<file path="config.mk">
export PLATFORM = sky130hd
export DESIGN_NAME = gtmr_top
export DESIGN_NICKNAME = d
export VERILOG_FILES = /design/src/rtl/gtmr_pkg.sv /design/src/rtl/gtmr_wrpipe.sv /design/src/rtl/gtmr_count.sv /design/src/rtl/gtmr_cmp.sv /design/src/rtl/gtmr_top.sv
export SDC_FILE = /design/constraint.sdc
export NUM_CORES = 1
export LEC_CHECK = 0
export CELL_PAD_IN_SITES_DETAIL_PLACEMENT = 1
export CELL_PAD_IN_SITES_GLOBAL_PLACEMENT = 2
export CORE_MARGIN = 5
export CORE_UTILIZATION = 40
export DETAILED_ROUTE_END_ITERATION = 6
export PLACE_DENSITY_LB_ADDON = 0.08
export SLEW_MARGIN = 20
export SYNTH_ARGS = -nofsm -noshare
export SYNTH_HDL_FRONTEND = slang
export SYNTH_HIERARCHICAL = 1
export SYNTH_SLANG_ARGS = --single-unit
</file>
<file path="constraint.sdc">
create_clock -name clk -period 4.45 [get_ports clk]
set_clock_uncertainty 0.15 [all_clocks]
set_input_delay 0.445 -clock clk [delete_from_list [all_inputs] [get_ports clk]]
set_output_delay 0.445 -clock clk [all_outputs]
set_load 0.005 [all_outputs]
</file>
<file path="src/rtl/gtmr_pkg.sv">
package gtmr_pkg;
   // word addresses; 0..5 are the delayed registers and must stay contiguous
   localparam int unsigned RA_CNT_LO = 0;
   localparam int unsigned RA_CNT_HI = 1;
   localparam int unsigned RA_CTRL   = 2;
   localparam int unsigned RA_CMP_LO = 3;
   localparam int unsigned RA_CMP_HI = 4;
   localparam int unsigned RA_STEP   = 5;
   localparam int unsigned RA_IRQ_EN = 6;
   localparam int unsigned RA_IRQ_ST = 7;
   localparam int unsigned RA_WS_MAIN = 8;
   localparam int unsigned RA_WS_CNT  = 9;

   // control bits
   localparam int unsigned CT_RUN    = 0;
   localparam int unsigned CT_CMP_EN = 1;
   localparam int unsigned CT_AUTO   = 2;
   localparam int unsigned CT_W      = 3;

   // main write-status bit positions
   localparam int unsigned WS_CMP_LO = 0;
   localparam int unsigned WS_CMP_HI = 1;
   localparam int unsigned WS_STEP   = 2;
   localparam int unsigned WS_CTRL   = 16;
endpackage

</file>
<file path="src/rtl/gtmr_wrpipe.sv">
module gtmr_wrpipe #(
   parameter int unsigned DEPTH = 3,
   parameter int unsigned W     = 36
) (
   input  logic         clk,
   input  logic         rst_n,
   input  logic         in_vld,
   input  logic [W-1:0] in_bits,
   output logic         out_vld,
   output logic [W-1:0] out_bits
);
   logic [DEPTH-1:0] vld_q;
   logic [W-1:0]     bits_q [DEPTH];

   generate
      if (DEPTH == 1) begin : g_one
         always_ff @(posedge clk or negedge rst_n) begin
            if (!rst_n) begin
               vld_q[0]  <= 1'b0;
               bits_q[0] <= '0;
            end else begin
               vld_q[0]  <= in_vld;
               bits_q[0] <= in_bits;
            end
         end
      end else begin : g_many
         always_ff @(posedge clk or negedge rst_n) begin
            if (!rst_n) begin
               vld_q <= '0;
               for (int i = 0; i < DEPTH; i++) bits_q[i] <= '0;
            end else begin
               vld_q     <= {vld_q[DEPTH-2:0], in_vld};
               bits_q[0] <= in_bits;
               for (int i = 1; i < DEPTH; i++) bits_q[i] <= bits_q[i-1];
            end
         end
      end
   endgenerate

   assign out_vld  = vld_q[DEPTH-1];
   assign out_bits = bits_q[DEPTH-1];
endmodule

</file>
<file path="src/rtl/gtmr_count.sv">
module gtmr_count #(
   parameter int unsigned CNT_W = 64
) (
   input  logic             clk,
   input  logic             rst_n,
   input  logic             run,
   input  logic             ld_lo,
   input  logic             ld_hi,
   input  logic [CNT_W/2-1:0] ld_data,
   output logic [CNT_W-1:0] cnt
);
   localparam int unsigned HALF = CNT_W / 2;

   logic [CNT_W-1:0] cnt_q;

   always_ff @(posedge clk or negedge rst_n) begin
      if (!rst_n)      cnt_q <= '0;
      else if (ld_lo)  cnt_q <= {cnt_q[CNT_W-1:HALF], ld_data};
      else if (ld_hi)  cnt_q <= {ld_data, cnt_q[HALF-1:0]};
      else if (run)    cnt_q <= cnt_q + CNT_W'(1);
   end

   assign cnt = cnt_q;

   assert_hold_R3: assert property (@(posedge clk) disable iff (!rst_n)
      (!run && !ld_lo && !ld_hi) |=> $stable(cnt_q));
   assert_step_R3: assert property (@(posedge clk) disable iff (!rst_n)
      (run && !ld_lo && !ld_hi) |=> (cnt_q == $past(cnt_q) + CNT_W'(1)));
endmodule

</file>
<file path="src/rtl/gtmr_cmp.sv">
module gtmr_cmp #(
   parameter int unsigned CNT_W = 64
) (
   input  logic               clk,
   input  logic               rst_n,
   input  logic [CNT_W-1:0]   cnt,
   input  logic               en,
   input  logic               auto_inc,
   input  logic               ld_lo,
   input  logic               ld_hi,
   input  logic               ld_step,
   input  logic [CNT_W/2-1:0] ld_data,
   output logic [CNT_W-1:0]   cmp,
   output logic [CNT_W/2-1:0] step,
   output logic               match
);
   localparam int unsigned HALF = CNT_W / 2;

   logic [CNT_W-1:0] cmp_q;
   logic [HALF-1:0]  step_q;

   assign match = en && (cnt == cmp_q);

   always_ff @(posedge clk or negedge rst_n) begin
      if (!rst_n)                cmp_q <= '0;
      else if (ld_lo)            cmp_q <= {cmp_q[CNT_W-1:HALF], ld_data};
      else if (ld_hi)            cmp_q <= {ld_data, cmp_q[HALF-1:0]};
      else if (match && auto_inc) cmp_q <= cmp_q + {{HALF{1'b0}}, step_q};
   end

   always_ff @(posedge clk or negedge rst_n) begin
      if (!rst_n)       step_q <= '0;
      else if (ld_step) step_q <= ld_data;
   end

   assign cmp  = cmp_q;
   assign step = step_q;

   assert_rearm_R7: assert property (@(posedge clk) disable iff (!rst_n)
      (match && auto_inc && !ld_lo && !ld_hi) |=>
      (cmp_q == $past(cmp_q) + {{HALF{1'b0}}, $past(step_q)}));
   assert_oneshot_R6: assert property (@(posedge clk) disable iff (!rst_n)
      (!auto_inc && !ld_lo && !ld_hi) |=> $stable(cmp_q));
endmodule

</file>
<file path="src/rtl/gtmr_top.sv">
module gtmr_top
   import gtmr_pkg::*;
#(
   parameter int unsigned DATA_W   = 32,
   parameter int unsigned ADDR_W   = 4,
   parameter int unsigned SYNC_DLY = 3
) (
   input  logic              clk,
   input  logic              rst_n,
   input  logic              wr_en,
   input  logic [ADDR_W-1:0] wr_addr,
   input  logic [DATA_W-1:0] wr_data,
   input  logic [ADDR_W-1:0] rd_addr,
   output logic [DATA_W-1:0] rd_data,
   output logic              irq
);
   localparam int unsigned CNT_W = 2 * DATA_W;
   localparam int unsigned REQ_W = ADDR_W + DATA_W;

   localparam logic [ADDR_W-1:0] AD_CNT_LO  = ADDR_W'(RA_CNT_LO);
   localparam logic [ADDR_W-1:0] AD_CNT_HI  = ADDR_W'(RA_CNT_HI);
   localparam logic [ADDR_W-1:0] AD_CTRL    = ADDR_W'(RA_CTRL);
   localparam logic [ADDR_W-1:0] AD_CMP_LO  = ADDR_W'(RA_CMP_LO);
   localparam logic [ADDR_W-1:0] AD_CMP_HI  = ADDR_W'(RA_CMP_HI);
   localparam logic [ADDR_W-1:0] AD_STEP    = ADDR_W'(RA_STEP);
   localparam logic [ADDR_W-1:0] AD_IRQ_EN  = ADDR_W'(RA_IRQ_EN);
   localparam logic [ADDR_W-1:0] AD_IRQ_ST  = ADDR_W'(RA_IRQ_ST);
   localparam logic [ADDR_W-1:0] AD_WS_MAIN = ADDR_W'(RA_WS_MAIN);
   localparam logic [ADDR_W-1:0] AD_WS_CNT  = ADDR_W'(RA_WS_CNT);

   // elaboration checks
   if (DATA_W < WS_CTRL + 1) begin : g_bad_data_w
      $error("gtmr_top: DATA_W must hold write-status bit %0d", WS_CTRL);
   end
   if (ADDR_W < 4) begin : g_bad_addr_w
      $error("gtmr_top: ADDR_W must be at least 4");
   end
   if (SYNC_DLY < 1) begin : g_bad_dly
      $error("gtmr_top: SYNC_DLY must be at least 1");
   end

   // ---------------- delayed write path ----------------
   logic              dly_req;
   logic              ap_vld;
   logic [REQ_W-1:0]  ap_bits;
   logic [ADDR_W-1:0] ap_addr;
   logic [DATA_W-1:0] ap_data;

   assign dly_req = wr_en && (wr_addr <= AD_STEP);

   gtmr_wrpipe #(.DEPTH(SYNC_DLY), .W(REQ_W)) u_pipe (
      .clk      (clk),
      .rst_n    (rst_n),
      .in_vld   (dly_req),
      .in_bits  ({wr_addr, wr_data}),
      .out_vld  (ap_vld),
      .out_bits (ap_bits)
   );

   assign ap_addr = ap_bits[REQ_W-1:DATA_W];
   assign ap_data = ap_bits[DATA_W-1:0];

   logic ap_cnt_lo, ap_cnt_hi, ap_ctrl, ap_cmp_lo, ap_cmp_hi, ap_step;
   assign ap_cnt_lo = ap_vld && (ap_addr == AD_CNT_LO);
   assign ap_cnt_hi = ap_vld && (ap_addr == AD_CNT_HI);
   assign ap_ctrl   = ap_vld && (ap_addr == AD_CTRL);
   assign ap_cmp_lo = ap_vld && (ap_addr == AD_CMP_LO);
   assign ap_cmp_hi = ap_vld && (ap_addr == AD_CMP_HI);
   assign ap_step   = ap_vld && (ap_addr == AD_STEP);

   // ---------------- control ----------------
   logic [CT_W-1:0] ctrl_q;
   always_ff @(posedge clk or negedge rst_n) begin
      if (!rst_n)       ctrl_q <= '0;
      else if (ap_ctrl) ctrl_q <= ap_data[CT_W-1:0];
   end

   // ---------------- counter and comparator ----------------
   logic [CNT_W-1:0]  cnt;
   logic [CNT_W-1:0]  cmp;
   logic [DATA_W-1:0] step;
   logic              match;

   gtmr_count #(.CNT_W(CNT_W)) u_cnt (
      .clk     (clk),
      .rst_n   (rst_n),
      .run     (ctrl_q[CT_RUN]),
      .ld_lo   (ap_cnt_lo),
      .ld_hi   (ap_cnt_hi),
      .ld_data (ap_data),
      .cnt     (cnt)
   );

   gtmr_cmp #(.CNT_W(CNT_W)) u_cmp (
      .clk      (clk),
      .rst_n    (rst_n),
      .cnt      (cnt),
      .en       (ctrl_q[CT_CMP_EN]),
      .auto_inc (ctrl_q[CT_AUTO]),
      .ld_lo    (ap_cmp_lo),
      .ld_hi    (ap_cmp_hi),
      .ld_step  (ap_step),
      .ld_data  (ap_data),
      .cmp      (cmp),
      .step     (step),
      .match    (match)
   );

   // ---------------- write-status (sticky) ----------------
   // main: [0] cmp lo, [1] cmp hi, [2] step, [3] control (reads at bit WS_CTRL)
   logic [3:0] wsm_q, wsm_set, wsm_clr;
   logic [1:0] wsc_q, wsc_set, wsc_clr;
   logic       clr_main, clr_cnt;

   assign clr_main = wr_en && (wr_addr == AD_WS_MAIN);
   assign clr_cnt  = wr_en && (wr_addr == AD_WS_CNT);
   assign wsm_set  = {ap_ctrl, ap_step, ap_cmp_hi, ap_cmp_lo};
   assign wsm_clr  = clr_main ? {wr_data[WS_CTRL], wr_data[WS_STEP],
                                 wr_data[WS_CMP_HI], wr_data[WS_CMP_LO]} : 4'b0;
   assign wsc_set  = {ap_cnt_hi, ap_cnt_lo};
   assign wsc_clr  = clr_cnt ? wr_data[1:0] : 2'b0;

   always_ff @(posedge clk or negedge rst_n) begin
      if (!rst_n) begin
         wsm_q <= '0;
         wsc_q <= '0;
      end else begin
         wsm_q <= (wsm_q & ~wsm_clr) | wsm_set;
         wsc_q <= (wsc_q & ~wsc_clr) | wsc_set;
      end
   end

   // ---------------- interrupt ----------------
   logic irq_en_q, irq_st_q, st_clr;
   assign st_clr = wr_en && (wr_addr == AD_IRQ_ST) && wr_data[0];

   always_ff @(posedge clk or negedge rst_n) begin
      if (!rst_n) begin
         irq_en_q <= 1'b0;
         irq_st_q <= 1'b0;
      end else begin
         if (wr_en && (wr_addr == AD_IRQ_EN)) irq_en_q <= wr_data[0];
         if (match)       irq_st_q <= 1'b1;
         else if (st_clr) irq_st_q <= 1'b0;
      end
   end

   assign irq = irq_st_q & irq_en_q;

   // ---------------- read mux ----------------
   always_comb begin
      rd_data = '0;
      unique case (rd_addr)
         AD_CNT_LO:  rd_data = cnt[DATA_W-1:0];
         AD_CNT_HI:  rd_data = cnt[CNT_W-1:DATA_W];
         AD_CTRL:    rd_data[CT_W-1:0] = ctrl_q;
         AD_CMP_LO:  rd_data = cmp[DATA_W-1:0];
         AD_CMP_HI:  rd_data = cmp[CNT_W-1:DATA_W];
         AD_STEP:    rd_data = step;
         AD_IRQ_EN:  rd_data[0] = irq_en_q;
         AD_IRQ_ST:  rd_data[0] = irq_st_q;
         AD_WS_MAIN: begin
            rd_data[WS_CMP_LO] = wsm_q[0];
            rd_data[WS_CMP_HI] = wsm_q[1];
            rd_data[WS_STEP]   = wsm_q[2];
            rd_data[WS_CTRL]   = wsm_q[3];
         end
         AD_WS_CNT:  rd_data[1:0] = wsc_q;
         default:    rd_data = '0;
      endcase
   end

   // ---------------- assertions ----------------
   assert_ctrl_done_R4: assert property (@(posedge clk) disable iff (!rst_n)
      ap_ctrl |=> wsm_q[3]);
   assert_sticky_R5: assert property (@(posedge clk) disable iff (!rst_n)
      !clr_main |=> ((wsm_q & $past(wsm_q)) == $past(wsm_q)));
   assert_hit_R6: assert property (@(posedge clk) disable iff (!rst_n)
      match |=> irq_st_q);
   assert_clear_R8: assert property (@(posedge clk) disable iff (!rst_n)
      (st_clr && !match) |=> !irq_st_q);
   assert_quiet_R9: assert property (@(posedge clk) disable iff (!rst_n)
      (!ctrl_q[CT_CMP_EN] && !irq_st_q && !st_clr) |=> !irq_st_q);
endmodule

</file>
== Yosys cells after proc, flatten, opt, wreduce, memory -nomap -nowiden ==
Cells that the tools add are included.

* Output and inout port bits: 33
* Input port bits: 43
* Flip-flop bits (word level): 282
* Word-level logic and storage cells: 88

* Reduce and logical (&&, ||, !) cells: 25
* $lt $le $gt $ge: 1
* $add $sub $neg: 2
* Bitwise operators: 9
* Equal/unequal tests: 21
* Multiplexer cells: 16

{| class="wikitable"
|+ Operators by type and width
! cell !! count
|-
| $mux W64 || 4
|-
| $pmux W15 S5 || 1
|-
| $pmux W13 S5 || 1
|-
| $add A64 B1 Y64 const B || 1
|-
| $add A64 B32 Y64 || 1
|-
| $eq A64 B64 Y1 || 1
|-
| $mux W32 || 2
|-
| $eq A4 B3 Y1 const B || 8
|-
| $eq A4 B2 Y1 const B || 4
|-
| $eq A4 B4 Y1 const B || 4
|-
| $logic_and A1 B1 Y1 || 14
|-
| $pmux W1 S10 || 1
|-
| $reduce_bool A2 Y1 || 5
|-
| $eq A4 B1 Y1 const B || 2
|-
| $logic_not A4 Y1 || 2
|-
| $pmux W1 S8 || 1
|-
| $reduce_and A2 Y1 || 4
|-
| $pmux W1 S7 || 1
|-
| $pmux W1 S6 || 1
|-
| $and A4 B4 Y4 || 1
|-
| $le A4 B3 Y1 const B || 1
|-
| $mux W4 || 1
|-
| $ne A2 B2 Y1 const B || 2
|-
| $not A4 Y4 || 1
|-
| other kinds (8) || 10
|}

== Logic depth before layout (Yosys ltp) ==
* Depth after elaboration: 6
* Depth in mapped cells: 13
* Depth with buffers taken out: 12

== Cells and area by module ==
The synthesis kept the hierarchy.

{| class="wikitable"
|+ Modules (own cells, without submodules)
! module !! sequential area each (µm²) !! instances !! area each (µm²) !! cells each
|-
| gtmr_cmp || 2402.3 || 1 || 7444.6 || 865
|-
| gtmr_count || 1601.5 || 1 || 4521.8 || 553
|-
| gtmr_wrpipe || 2777.7 || 1 || 3047.9 || 147
|-
| gtmr_top || 275.3 || 1 || 1923.1 || 234
|}

== Least setup slack after synthesis ==
No wires, ideal clock.

* Path kind: register to register
* Start point: register u_cmp.cmp_q[0] (netlist: u_cmp/cmp[0])
* End point: register u_cmp.cmp_q[48] (netlist: u_cmp/cmp[48])
* Buffers on the path: 1
* Period minus slack after synthesis: 3143 ps
* Library setup time: 88 ps
* Path slack: 1307 ps
* Cell stages (with the launch flop): 14
* Data arrival time: 2904 ps
* Data required time: 4212 ps
* Cells stage by stage: dfrtp_1 -> ha_1 -> inv_1 -> fa_1 -> nor2b_1 -> o211ai_1 -> a21o_1 -> o221ai_1 -> a21oi_1 -> o21a_1 -> clkbuf_1 -> o41ai_1 -> o221ai_1 -> a41oi_1

* Word-level cells in the longest chain between the ends: 5
* Elaborated cells on any way between the ends: 8
* Those cells by class: add/sub (1); eq/ne (1); mux (2); reduce/logical (4)

{| class="wikitable"
|+ Ends and longest elaborated chain
! what !! line !! RTL
|-
| from (decl) || gtmr_cmp.sv:19 || <nowiki>logic [CNT_W-1:0] cmp_q;</nowiki>
|-
| from (signal assigned) || gtmr_cmp.sv:26 || <nowiki>else if (ld_lo) cmp_q <= {cmp_q[CNT_W-1:HALF], ld_data};</nowiki>
|-
| from (signal assigned) || gtmr_cmp.sv:27 || <nowiki>else if (ld_hi) cmp_q <= {ld_data, cmp_q[HALF-1:0]};</nowiki>
|-
| from (signal assigned) || gtmr_cmp.sv:28 || <nowiki>else if (match && auto_inc) cmp_q <= cmp_q + {{HALF{1'b0}}, step_q};</nowiki>
|-
| branches (longest 5 deep; another with $add A64 B32 Y64) || -- ||
|}

Parallel ways; which one is timed is not known. The select of a mux whose other input is x is not followed.
A chain may end at the register's enable or synchronous reset.

== Final worst setup path ==
* Start point: register u_cnt.cnt_q[58] (netlist: u_cnt/cnt[58])
* End point: register u_cmp.cmp_q[34] (netlist: u_cmp/cmp[34])

* Word-level cells in the longest chain between the ends: 5

{| class="wikitable"
|+ Ends and longest elaborated chain
! what !! line !! RTL
|-
| from (decl) || gtmr_count.sv:14 || <nowiki>logic [CNT_W-1:0] cnt_q;</nowiki>
|-
| from (signal assigned) || gtmr_count.sv:18 || <nowiki>else if (ld_lo) cnt_q <= {cnt_q[CNT_W-1:HALF], ld_data};</nowiki>
|-
| from (signal assigned) || gtmr_count.sv:19 || <nowiki>else if (ld_hi) cnt_q <= {ld_data, cnt_q[HALF-1:0]};</nowiki>
|-
| from (signal assigned) || gtmr_count.sv:20 || <nowiki>else if (run) cnt_q <= cnt_q + CNT_W'(1);</nowiki>
|-
| $eq A64 B64 Y1 || gtmr_cmp.sv:22 || <nowiki>assign match = en && (cnt == cmp_q);</nowiki>
|-
| $logic_and A1 B1 Y1 || gtmr_cmp.sv:22 ||
|-
| via match || gtmr_top.sv:82 || <nowiki>logic match;</nowiki>
|-
| $logic_and A1 B1 Y1 || gtmr_cmp.sv:28 ||
|-
| $reduce_bool A2 Y1 (no source line) || -- ||
|-
| $reduce_and A2 Y1 (no source line) || -- ||
|}

The timed path passes the listed nets, and every way through them passes these cells.

==> flow_metrics.env <==
export IMPL_critPathSlowestCell="nor3_1"
export IMPL_grt_pass1_wl_um=111800
export IMPL_post_drt_via_cell_ratio=6.544
export IMPL_path_clk_slew_ns=0.06
export IMPL_yosysTopAreaCellShare_pct=41.66
export IMPL_synth_cell_types=94
export IMPL_grt_max_degree=106
export IMPL_hp_class="primary input to register"
export IMPL_fin_tns_setup_ns=0
export IMPL_ios=76
export IMPL_regToRegSetupSlack_ns=0.56
export IMPL_path_buf_inv=1
export IMPL_dp_slack_ns=0.7369
export IMPL_post_synth_top_area_cell="dfrtp_1"
export IMPL_async_flop_share_pct=100.0
export IMPL_drv_slew=0
export IMPL_setup_ws_ns=0.5589
export IMPL_row_count=75
export IMPL_gr_total_overflow=0
export IMPL_fin_crit_sh_pct=87.44
export IMPL_drt_first_pass_iters=5
export IMPL_ant_nets=0
export IMPL_grt_total_usage_pct=32.38
export IMPL_cp_required_ns=4.69
export IMPL_nNetsFinal=1944
export IMPL_min_period_ns=3.891
export IMPL_core_area_sq_um=41950
export IMPL_syn_num_nets=1876
export IMPL_yosysWarnings=6
export IMPL_synthFlopType="dfrtp_1"
export IMPL_cts_sinks=282
export IMPL_hold_slack_ns=0.1707
export IMPL_synth_area_leaders="dfrtp_1 (42%), xnor2_1 (4.6%), nand2_1 (3.8%)"
export IMPL_worst_setup_path_start_kind="register"
export IMPL_post_dp_cell_area_sq_um=18350
export IMPL_worstPathMaxFanout=6
export IMPL_clockBufferDepth=3
export IMPL_maxCapViolations=0
export IMPL_dr_total_vias=15920
export IMPL_final_common_cell="dfrtp_1"
export IMPL_h_tree_depth=2
export IMPL_chipHeight_um=215.8
export IMPL_max_freq_mhz=257.0
export IMPL_cts_made_buffers=36
export IMPL_dieArea_sq_um=46560
export IMPL_die_x_um=215.8
export IMPL_wirelength_um=77520
export IMPL_crit_chain="xnor2_1, nand4_1, nor3_1, nand2_1, nor4_1, buf_4, nand2_1, o311ai_0, o311ai_0"
export IMPL_syn_inst=1799
export IMPL_ir_drop_v=0.0003243
export IMPL_worstSetupPathType="register to register"
export IMPL_status="finished clean"
export IMPL_start_util_pct=40.38
export IMPL_syn_area_per_cell_sq_um=9.415
export IMPL_leakage_nw=7.976
export IMPL_relSlewSlack_pct=30.92
export IMPL_fin_util_pct=46.74
export IMPL_drc_errors=0
export IMPL_path_delay_family="simple AND/OR/NAND/NOR gates"
export IMPL_final_area_sq_um=19610
export IMPL_wire_per_inst_um=31.86
export IMPL_grt_pass1_vias=15980
export IMPL_cts_tree="yes"
export IMPL_final_cells=2433
export IMPL_port_buffers=75
export IMPL_rsz0062_at_grt="no"
export IMPL_cpPeakStageDelay_ns=0.61
export IMPL_power_density_nw_per_um2=442.0
export IMPL_tightestPinTransition_ns=1.035
export IMPL_cp_end_kind="register"
export IMPL_syn2layout_area_growth_pct=15.76
export IMPL_clk_latency_ns=0.56
export IMPL_dpl_hpwl_um=57900
export IMPL_routabilityCongestion=1.090
export IMPL_antenna_found_initial=1
export IMPL_drt_initial_drc_count=1873
export IMPL_mostFrequentLayoutCells="dfrtp_1 (282), nand2_1 (173), nor2_1 (107)"
export IMPL_arrival_ns=4.13
export IMPL_synth_seq_cells=282
export IMPL_cts_root_buf="clkbuf_16"
export IMPL_synth_edff_count=0
export IMPL_drive_gt1_share_pct=12.80
export IMPL_setup_violations_final=0
export IMPL_dp_cells=2367
export IMPL_power_mw=8.666
export IMPL_synth_seq_area_share_pct=41.66
export IMPL_syn_area_sq_um=16940
export IMPL_hold_viol_final=0
routing by layer:
metal  up-vias  wire [um]  track usage (%)
met5         -          0                0
met4         0       3046            11.69
met3       179       6635            5.816
met2       794      33890            48.97
met1      8161      33950            46.68
li1       6787          -                -
cell families (layout without fill, tap and decap cells):
| family | count (synthesis) | count (layout) | synth area share [%] |
|---|---|---|---|
| AOI/OAI and AO/OA | 454 | 454 | 18.68 |
| adders and majority gates | 34 | 34 | 2.556 |
| DFF | 282 | 282 | 41.66 |
| muxes | 73 | 73 | 4.602 |
| xor gates and xnor gates | 114 | 114 | 5.939 |
| other | 0 | 3 | 0 |
| and+or+nand+nor | 660 | 660 | 21.09 |
| buffers and inverters | 182 | 274 | 5.467 |
synth_stat cells (10+ instances only):
| cell | instances |
|---|---|
| a22o_1 | 18 |
| o311ai_0 | 12 |
| mux2i_1 | 34 |
| dfrtp_1 | 282 |
| nor4_1 | 26 |
| o221ai_1 | 19 |
| a22oi_1 | 40 |
| o21ai_0 | 80 |
| or3_1 | 13 |
| a31oi_1 | 18 |
| and4_1 | 17 |
| nand2_1 | 173 |
| nand3_1 | 68 |
| and3_1 | 39 |
| nor2_1 | 107 |
| mux2_2 | 39 |
| nor3_1 | 35 |
| clkbuf_1 | 71 |
| a211oi_1 | 10 |
| o211ai_1 | 14 |
| o21a_1 | 12 |
| nand4_1 | 72 |
| inv_1 | 40 |
| nand2b_1 | 13 |
| xnor2_1 | 88 |
| a21o_1 | 25 |
| xor2_1 | 25 |
| buf_4 | 41 |
| nor2b_1 | 19 |
| buf_2 | 16 |
| ha_1 | 33 |
| and2_1 | 17 |
| o22ai_1 | 20 |
| a221o_1 | 15 |
| a21oi_1 | 92 |
sequential cells by signal (all words and copies together) (netlist names), 3 cells and up:
register / count
ctrl_q: 3
u_cmp/cmp: 64
u_cmp/step: 32
u_cnt/cnt: 64
u_pipe/bits_q: 72
u_pipe/out_bits: 36
u_pipe/vld_q: 3
wsm_q: 4
where the power goes:
group          internal, mW  leakage [nW]  switching, mW  total [mW]
clock                  1.87         0.596           1.23        3.10
combinational         0.866          3.93           1.29        2.15
sequential             2.87          3.45          0.549        3.42
total                  5.60          7.98           3.06        8.67
worst paths after layout:
| path | from | to | depth (start not counted) |
|---|---|---|---|
| worst max-delay path | u_cnt/cnt[58] | u_cmp/cmp[34] | 9 |
| worst min-delay path | wr_data[28] | u_pipe/bits_q[100] | 1 |
| worst max register to register | u_cnt/cnt[58] | u_cmp/cmp[34] | 9 |
| worst min register to register | u_pipe/bits_q[65] | u_pipe/out_bits[29] | 0 |
| max in group asynchronous | rst_n | u_cnt/cnt[29] | 3 |
| min in group asynchronous | rst_n | u_pipe/bits_q[41] | 2 |
area by class of cell:
class	instances	area (sq um)
antenna	3	7.507
inverter	42	157.7
timing repair buffer	170	1496
clock inverter	15	212.7
tap	539	674.4
sequential	282	7057
multi-input combinational	1335	8976
clock buffer	47	1025
fill	4752	22340
repair_timing:
item | CTS | global route
hold buffers | 1 | 0
hold endpoints to repair | 76 | 0
buffers inserted | 0 | 0
resized for setup | 0 | 0
Power figures use the tool's default switching activity.
